## config.mk

```make
export PLATFORM = sky130hd
export DESIGN_NAME = tok_binarizer
export DESIGN_NICKNAME = d
export VERILOG_FILES = /design/src/rtl/tok_binarizer.sv
export SDC_FILE = /design/constraint.sdc
export NUM_CORES = 1
export LEC_CHECK = 0
export CELL_PAD_IN_SITES_DETAIL_PLACEMENT = 2
export CELL_PAD_IN_SITES_GLOBAL_PLACEMENT = 2
export CORE_MARGIN = 8
export CORE_UTILIZATION = 33
export CTS_CLUSTER_SIZE = 10
export DETAILED_ROUTE_END_ITERATION = 8
export DONT_BUFFER_PORTS = 1
export GPL_TIMING_DRIVEN = 0
export PLACE_DENSITY = 0.71
export SETUP_SLACK_MARGIN = 0.05
export SYNTH_ARGS = -nofsm -noshare
export SYNTH_HDL_FRONTEND = slang
export SYNTH_SLANG_ARGS = --single-unit
```

## constraint.sdc

```tcl
create_clock -name clk -period 1.95 [get_ports clk]
set_clock_uncertainty 0.1 [all_clocks]
set_input_delay 0.39 -clock clk [delete_from_list [all_inputs] [get_ports clk]]
set_output_delay 0.39 -clock clk [all_outputs]
set_load 0.005 [all_outputs]
```

## src/rtl/tok_binarizer.sv

```systemverilog
module tok_binarizer #(
  parameter int PAY_W = 8,
  parameter int TAG_W = 2
) (
  input  logic                   clk,
  input  logic                   rst_n,
  input  logic [PAY_W-1:0]       thresh_i,
  input  logic                   src_empty,
  input  logic [TAG_W+PAY_W-1:0] src_word,
  output logic                   src_pop,
  input  logic                   dst_full,
  output logic [TAG_W:0]         dst_word,
  output logic                   dst_push
);
  localparam logic [TAG_W-1:0] TAG_NONE = 2'b00;
  localparam logic [TAG_W-1:0] TAG_OPEN = 2'b01;
  localparam logic [TAG_W-1:0] TAG_CLOSE = 2'b10;
  localparam logic [TAG_W-1:0] TAG_PIX  = 2'b11;

  logic [PAY_W-1:0] thr_q;
  logic [TAG_W-1:0] tag;
  logic [PAY_W-1:0] val;
  logic             drop;
  logic             bitv;

  always_ff @(posedge clk)
    if (!rst_n) thr_q <= thresh_i;

  assign tag  = src_word[TAG_W+PAY_W-1:PAY_W];
  assign val  = src_word[PAY_W-1:0];
  assign drop = (tag == TAG_NONE);
  assign bitv = (tag == TAG_PIX) && (val > thr_q);

  assign src_pop  = rst_n && !src_empty && (drop || !dst_full);
  assign dst_push = src_pop && !drop;
  assign dst_word = {tag, bitv};

  assert_no_pop_when_empty_R6: assert property (@(posedge clk) disable iff (!rst_n)
    src_empty |-> !src_pop && !dst_push);
  assert_no_push_when_full_R7: assert property (@(posedge clk) disable iff (!rst_n)
    dst_full |-> !dst_push);
  assert_full_holds_token_R7: assert property (@(posedge clk) disable iff (!rst_n)
    (dst_full && !src_empty && src_word[TAG_W+PAY_W-1:PAY_W] != TAG_NONE) |-> !src_pop);
  assert_drop_unused_R5: assert property (@(posedge clk) disable iff (!rst_n)
    (src_pop && src_word[TAG_W+PAY_W-1:PAY_W] == TAG_NONE) |-> !dst_push);
  assert_marker_bit_zero_R1: assert property (@(posedge clk) disable iff (!rst_n)
    (dst_push && dst_word[TAG_W:1] == TAG_OPEN) |-> dst_word[0] == 1'b0);
  assert_marker_bit_zero_R2: assert property (@(posedge clk) disable iff (!rst_n)
    (dst_push && dst_word[TAG_W:1] == TAG_CLOSE) |-> dst_word[0] == 1'b0);
  assert_tag_kept_R1: assert property (@(posedge clk) disable iff (!rst_n)
    dst_push |-> dst_word[TAG_W:1] == src_word[TAG_W+PAY_W-1:PAY_W]);
  assert_thresh_frozen_R8: assert property (@(posedge clk) disable iff (!rst_n)
    1'b1 |=> $stable(thr_q));
  assert_quiet_in_reset_R9: assert property (@(posedge clk)
    !rst_n |-> !src_pop && !dst_push);
endmodule

```

==> results of run 1 <==
==> cells by family after synthesis <==
family          count (synthesis)  synth area share, %
buf+inv                        12                 11.4
compound gates                  9                 12.2
fa+ha+maj                       8                 20.3
flops                           8                 48.7
simple gates                    6                 7.36
==> critical path: stages, from the launching register on <==
cell and delay (ns):
edfxtp_1 0.33, inv_2 0.05, ha_4 0.26, nor2b_4 0.13
o211ai_1 0.09, a21o_1 0.20, a21oi_2 0.12, buf_4 0.12
==> placed cells by master (no fill, tap or decap) <==
cell type	n
a21oi_1	1
nand2_1	1
a211oi_2	1
nor3_2	1
nor2b_4	1
inv_1	7
edfxtp_1	8
a21oi_2	2
buf_4	3
nand4_1	2
ha_4	2
o211ai_1	2
clkbuf_4	3
inv_2	2
ha_1	6
a21o_1	1
nor2_1	1
o21a_1	2
==> layout make-up <==
class | count | area share, %
clock buffer | 3 | 3.88
sequential | 8 | 41.4
inverter | 9 | 5.82
multi-input combinational | 23 | 41.6
tap | 16 | 3.45
buffer | 3 | 3.88
==> report_power, final <==
part | switching [mW] | total (mW) | internal, mW
combinational | 0.0406 | 0.0797 | 0.0392
clock | 0.0457 | 0.115 | 0.0697
sequential | 0.00416 | 0.209 | 0.205
total | 0.0905 | 0.404 | 0.314
==> Yosys cell counts <==
cell type | instances | area share (%)
buf_4 | 3 | 4.6
nor3_2 | 1 | 2.0
o211ai_1 | 2 | 3.0
a211oi_1 | 1 | 1.5
o21a_1 | 2 | 3.0
nand2_1 | 1 | 0.76
edfxtp_1 | 8 | 49
ha_1 | 8 | 20
a21o_1 | 1 | 1.5
a21oi_1 | 3 | 3.0
inv_1 | 9 | 6.9
nor2_1 | 1 | 0.76
nor2b_1 | 1 | 1.3
nand4_1 | 2 | 2.5
==> metal layers <==
layer / wire length [um] / global-route usage, % / vias up
met5: 0 / 0 / -
met4: 0 / 6.15 / 0
met3: 138 / 1.90 / 0
met2: 583 / 14.0 / 19
met1: 384 / 7.86 / 153
li1: - / - / 156
==> worst paths after layout <==
path | to | slack [ns] | depth (start not counted)
worst max-delay path | dst_word[0] | -0.08 | 7
worst min-delay path | thr_q[3] | 0.14 | 0
==> what timing repair did <==
action                     CTS  global route
setup endpoints to repair    1             1
gates resized for setup      8             0
pin swaps                    4             0
==> out/qor_table.md, run 1 <==
| Stage | Result | Value |
|---|---|---|
| sta | Final Hold Fails | 0 |
| detailed routing | Mean number of vias per cell | 5.29 |
| run | Max-cap violations | 0 |
| worst setup path | Capturing element type of the critical path | primary output |
| floorplan | Effective utilization at floorplan | 33.9% |
| synthesis | Netlist cell types | 14 |
| layout | Fin nets | 78 |
| power | P per Cell Area | 697 nW/um^2 |
| floorplan | X dimension of the die | 54.7 um |
| floorplan | Row cnt | 14 |
| layout | Finished Layout Cells | 62 |
| floorplan | Boundary pin count | 27 |
| placed design | Number of buffers added on ports | 0 |
| sta | Share of the clock period used by the worst path after layout | 104% |
| clocking | CTS tree | built |
| floorplan | Chip height | 54.7 um |
| layout | Synth-to-layout area growth | 17.8% |
| worst setup path | Startpoint type of the worst setup path | register |
| global route | Maximum number of pins on one net before global-route repair | 10 |
| detailed routing | DR iter-0 viols | 0 |
| sta | Unrepaired setup endpoints after global routing | yes |
| sta | Slew Limit Headroom | 78.0% |
| layout | Registers with the most flip-flops | thr_q (8) |
| synthesis | Synth Area per Inst | 11.5 um^2 |
| detailed routing | Post-route antenna net violation count | 0 |
| worst setup path | WS Path Type | reg2out |
| sta | Worst Hold Slack | 0.141 ns |
| global route | Global router's overall resource usage | 7.97% |
| sta | Least-Margin Pin Slew | 0.329 ns |
| layout | Largest register by flop count | thr_q |
| clocking | Clock Sink Count | 8 |
| detailed routing | Total length of routed wires | 1110 um |
| synthesis | Flop and latch count out of synthesis | 8 |
| placed design | Placer Congestion | 0.773 |
| power | Worst IR Drop VDD | 0.000277 V |
| min path | Hold Crit Class | in2reg |
| placed design | Cell Count Post-Placement | 59 |
| clocking | Maximum count of clock buffers along a single path | 2 |
| layout | Cell area after layout | 581 um^2 |
| synthesis | Sequential cell area fraction in the yosys report | 48.7% |
| placed design | Pre-CTS setup slack | 0.0914 ns |
| synthesis | Total of warnings raised by yosys | 0 |
| outcome | Violated checks | setup timing |
| placed design | Cell area reported after detailed placement | 513 um^2 |
| layout | Layout cell share with drive strength beyond 1 | 32.6% |
| clocking | CTS HTree Levels | 1 |
| sta | Fmax achieved | 491 MHz |
| sta | Final TNS setup | -0.0849 ns |
| layout | Area used by multi-input combinational logic | 241 um^2 |
| floorplan | Die area | 2990 um^2 |
| worst setup path | Start point of the critical path | thr_q[1] |
| clocking | Number of buffers added for setup after CTS | 0 |
| worst setup path | CP Max Fanout | 2 |
| layout | Footprint of the flip-flops and latches | 240 um^2 |
| detailed routing | Average wire length per cell after detail routing | 17.8 um |
| global route | Total congestion overflow after global routing | 0 |
| floorplan | Area of the core | 1450 um^2 |
| worst setup path | Required time worst endpoint | 1.46 ns |
| sta | Shortest clock period the worst path allows after layout | 2.03 ns |
| synthesis | Synthesized area | 493 um^2 |
| global route | Initial antenna violation count | 0 |
| outcome | Outcome | finished with violations |
| synthesis | Number of instances in the synthesized netlist | 43 |
| detailed routing | Number of design rule violations left after detail routing | 0 |
| power | Power Total | 0.404 mW |
| synthesis | Post-synth net total | 73 |
| global route | Via count of the first global-routing pass | 422 |
| clocking | Inserted Clock Buffers | 3 |
| layout | Diodes inserted | 0 |
| sta | Setup violation total in the final timing report | 1 |
| detailed routing | First-pass DRT Iterations | 1 |
| global route | Wire length of the first global-routing pass | 1680 um |
| power | Static Leakage | 0.245 nW |
| layout | Final core utilization | 39.9% |
| sta | Number of pins with negative max-slew slack in the final report | 0 |
| layout | Fill cell instance count of the final layout | 162 |
| clocking | Clock-pin slew of the registers on the worst-case setup and hold paths | 0.05 ns |
| layout | Number of flip-flops under the largest register name | 8 |
| placed design | Estimated wirelength of the detail-placed design | 977 um |
| detailed routing | Count of vias placed by the detailed router | 328 |
| clocking | Root Driver | clkbuf_4 |
| min path | Hold path startpoint | thresh_i[3] |
| sta | Final setup slack of the worst path | -0.0849 ns |
| clocking | Hold-fix buffers, CTS | 0 |
| worst setup path | Worst EP arrival | 1.54 ns |
Note: power is estimated with default switching activity, not from simulation.
==> run 2, diff against run 1 <==
SKIP_CTS_REPAIR_TIMING = 1   (was default)
==> run 2 against run 1 <==
The run still ends with setup timing left. Routed wire length hardly changed. Via count stayed put. Critical endpoint unchanged. Clock-buffer cell count stayed put. First-iteration DRC count stayed put. Core utilization stayed put. Design area stayed put. Sequential share of layout area stayed put.
==> out/qor_table.md, run 2 (same netlist as run 1, synthesis figures left out) <==
| Stage | Result | Value |
|---|---|---|
| detailed routing | Number of design rule violations left after detail routing | 0 |
| sta | Fmax achieved | 492 MHz |
| clocking | Root Driver | clkbuf_4 |
| clocking | Maximum count of clock buffers along a single path | 2 |
| sta | Slew Limit Headroom | 78.0% |
| power | Switching part of the total power | 22.3% |
| detailed routing | First-pass DRT Iterations | 1 |
| placed design | Placer Congestion | 0.773 |
| detailed routing | DR iter-0 viols | 0 |
| layout | Final core utilization | 39.9% |
| outcome | Violated checks | setup timing |
| floorplan | Die area | 2990 um^2 |
| placed design | Pre-CTS setup slack | 0.0914 ns |
| worst setup path | Startpoint type of the worst setup path | register |
| layout | Largest register by flop count | thr_q |
| clocking | Inserted Clock Buffers | 3 |
| worst setup path | Start point of the critical path | thr_q[1] |
| power | Internal Power | 0.314 mW |
| worst setup path | Required time worst endpoint | 1.46 ns |
| layout | Synth-to-layout area growth | 17.8% |
| power | Static Leakage | 0.246 nW |
| outcome | Outcome | finished with violations |
| layout | Footprint of the flip-flops and latches | 240 um^2 |
| worst setup path | Capturing element type of the critical path | primary output |
| detailed routing | Count of vias placed by the detailed router | 328 |
| global route | Maximum number of pins on one net before global-route repair | 10 |
| clocking | Clock-pin slew of the registers on the worst-case setup and hold paths | 0.05 ns |
| clocking | Clock Sink Count | 8 |
| global route | Wire length of the first global-routing pass | 1570 um |
| layout | Fin nets | 78 |
| min path | Hold Crit Class | in2reg |
| floorplan | Area of the core | 1450 um^2 |
| detailed routing | Post-route antenna net violation count | 0 |
| floorplan | X dimension of the die | 54.7 um |
| sta | Final setup slack of the worst path | -0.0834 ns |
| power | P per Cell Area | 696 nW/um^2 |
| sta | Final Hold Fails | 0 |
| layout | Fill cell instance count of the final layout | 162 |
| min path | Hold path depth | 0 |
| layout | Finished Layout Cells | 62 |
| placed design | Estimated wirelength of the detail-placed design | 977 um |
| floorplan | Chip height | 54.7 um |
| power | Power dissipated by switching net loads | 0.0900 mW |
| worst setup path | CP Max Fanout | 2 |
| global route | Initial antenna violation count | 0 |
| layout | Most used cells in the layout excluding fill and tap cells | inv_1, edfxtp_1, ha_1, buf_4, clkbuf_4 |
| power | Relative contribution of sequential cells to total power | 51.8% |
| power | Combinational Power Share | 19.7% |
| global route | Total congestion overflow after global routing | 0 |
| layout | Registers with the most flip-flops | thr_q (8) |
| detailed routing | Average wire length per cell after detail routing | 17.8 um |
| clocking | CTS tree | built |
| worst setup path | WS Path Type | reg2out |
| sta | Share of the clock period used by the worst path after layout | 104% |
| worst setup path | Worst EP arrival | 1.54 ns |
| layout | Area used by multi-input combinational logic | 241 um^2 |
| detailed routing | Total length of routed wires | 1110 um |
| floorplan | Boundary pin count | 27 |
| min path | Hold path endpoint | thr_q[3] |
| layout | Layout cell share with drive strength beyond 1 | 30.4% |
| layout | Diodes inserted | 0 |
| run | Max-cap violations | 0 |
| placed design | Cell area reported after detailed placement | 513 um^2 |
| min path | Hold path startpoint | thresh_i[3] |
| sta | Number of pins with negative max-slew slack in the final report | 0 |
| sta | Least-Margin Pin Slew | 0.330 ns |
| floorplan | Effective utilization at floorplan | 33.9% |
| floorplan | Row cnt | 14 |
| detailed routing | Mean number of vias per cell | 5.29 |
| global route | Global router's overall resource usage | 7.48% |
| sta | Unrepaired setup endpoints after global routing | yes |
| layout | Cell area after layout | 581 um^2 |
| sta | Setup violation total in the final timing report | 1 |
| power | Power Total | 0.404 mW |
| placed design | Cell Count Post-Placement | 59 |
| clocking | CTS HTree Levels | 1 |
| global route | Via count of the first global-routing pass | 413 |
| placed design | Number of buffers added on ports | 0 |
| sta | Shortest clock period the worst path allows after layout | 2.03 ns |
| power | Worst IR Drop VDD | 0.000277 V |
| layout | Number of flip-flops under the largest register name | 8 |
| power | Clock network power share | 28.6% |
-- run 2: power by group through the flow --
stage | clock network [mW] | registers, mW | logic, mW
3_3_place_gp | 0 | 0.211 | 0.0549
2_1_floorplan | 0 | 0.210 | 0.0474
6_report | 0.115 | 0.209 | 0.0794
5_1_grt | 0.127 | 0.211 | 0.0889
4_1_cts | 0.121 | 0.209 | 0.0636
3_5_place_dp | 0 | 0.212 | 0.0628
-- run 2: layout make-up --
class | count | share of cell area, %
multi-input combinational | 23 | 41.6
tap | 16 | 3.45
sequential | 8 | 41.4
clock buffer | 3 | 3.88
buffer | 3 | 3.88
inverter | 9 | 5.82
-- run 2: how the worst max path moves through the flow --
stage                             end  depth (start not counted)  slack, ns
after floorplan           dst_word[0]                          6       0.21
after global placement    dst_word[0]                          6       0.13
after detailed placement  dst_word[0]                          6       0.09
after CTS                 dst_word[0]                          7      -0.17
after global routing      dst_word[0]                          7      -0.17
final                     dst_word[0]                          7      -0.08
-- run 2: per-layer routing --
| layer | up-vias | part of all wire (%) | wire [um] | GRT usage, % |
|---|---|---|---|---|
| met5 | - | 0 | 0 | 0 |
| met4 | 0 | 0 | 0 | 6.15 |
| met3 | 0 | 12 | 138 | 1.90 |
| met2 | 19 | 53 | 584 | 13.6 |
| met1 | 153 | 35 | 383 | 6.76 |
| li1 | 156 | - | - | - |
-- run 2: worst max-delay path: stages, from the launching register on --
cell      delay, ns
edfxtp_1       0.33
inv_2          0.05
ha_4           0.26
nor2b_4        0.13
o211ai_1       0.09
a21o_1         0.20
a21oi_2        0.12
buf_4          0.12
-- run 2: stage by stage --
stage | TNS, ns | hold slack (ns)
2_1_floorplan | 0 | 0.389
3_3_place_gp | 0 | 0.389
3_5_place_dp | 0 | 0.389
4_1_cts | -0.170 | 0.130
5_1_grt | -0.174 | 0.125
6_report | -0.0834 | 0.141
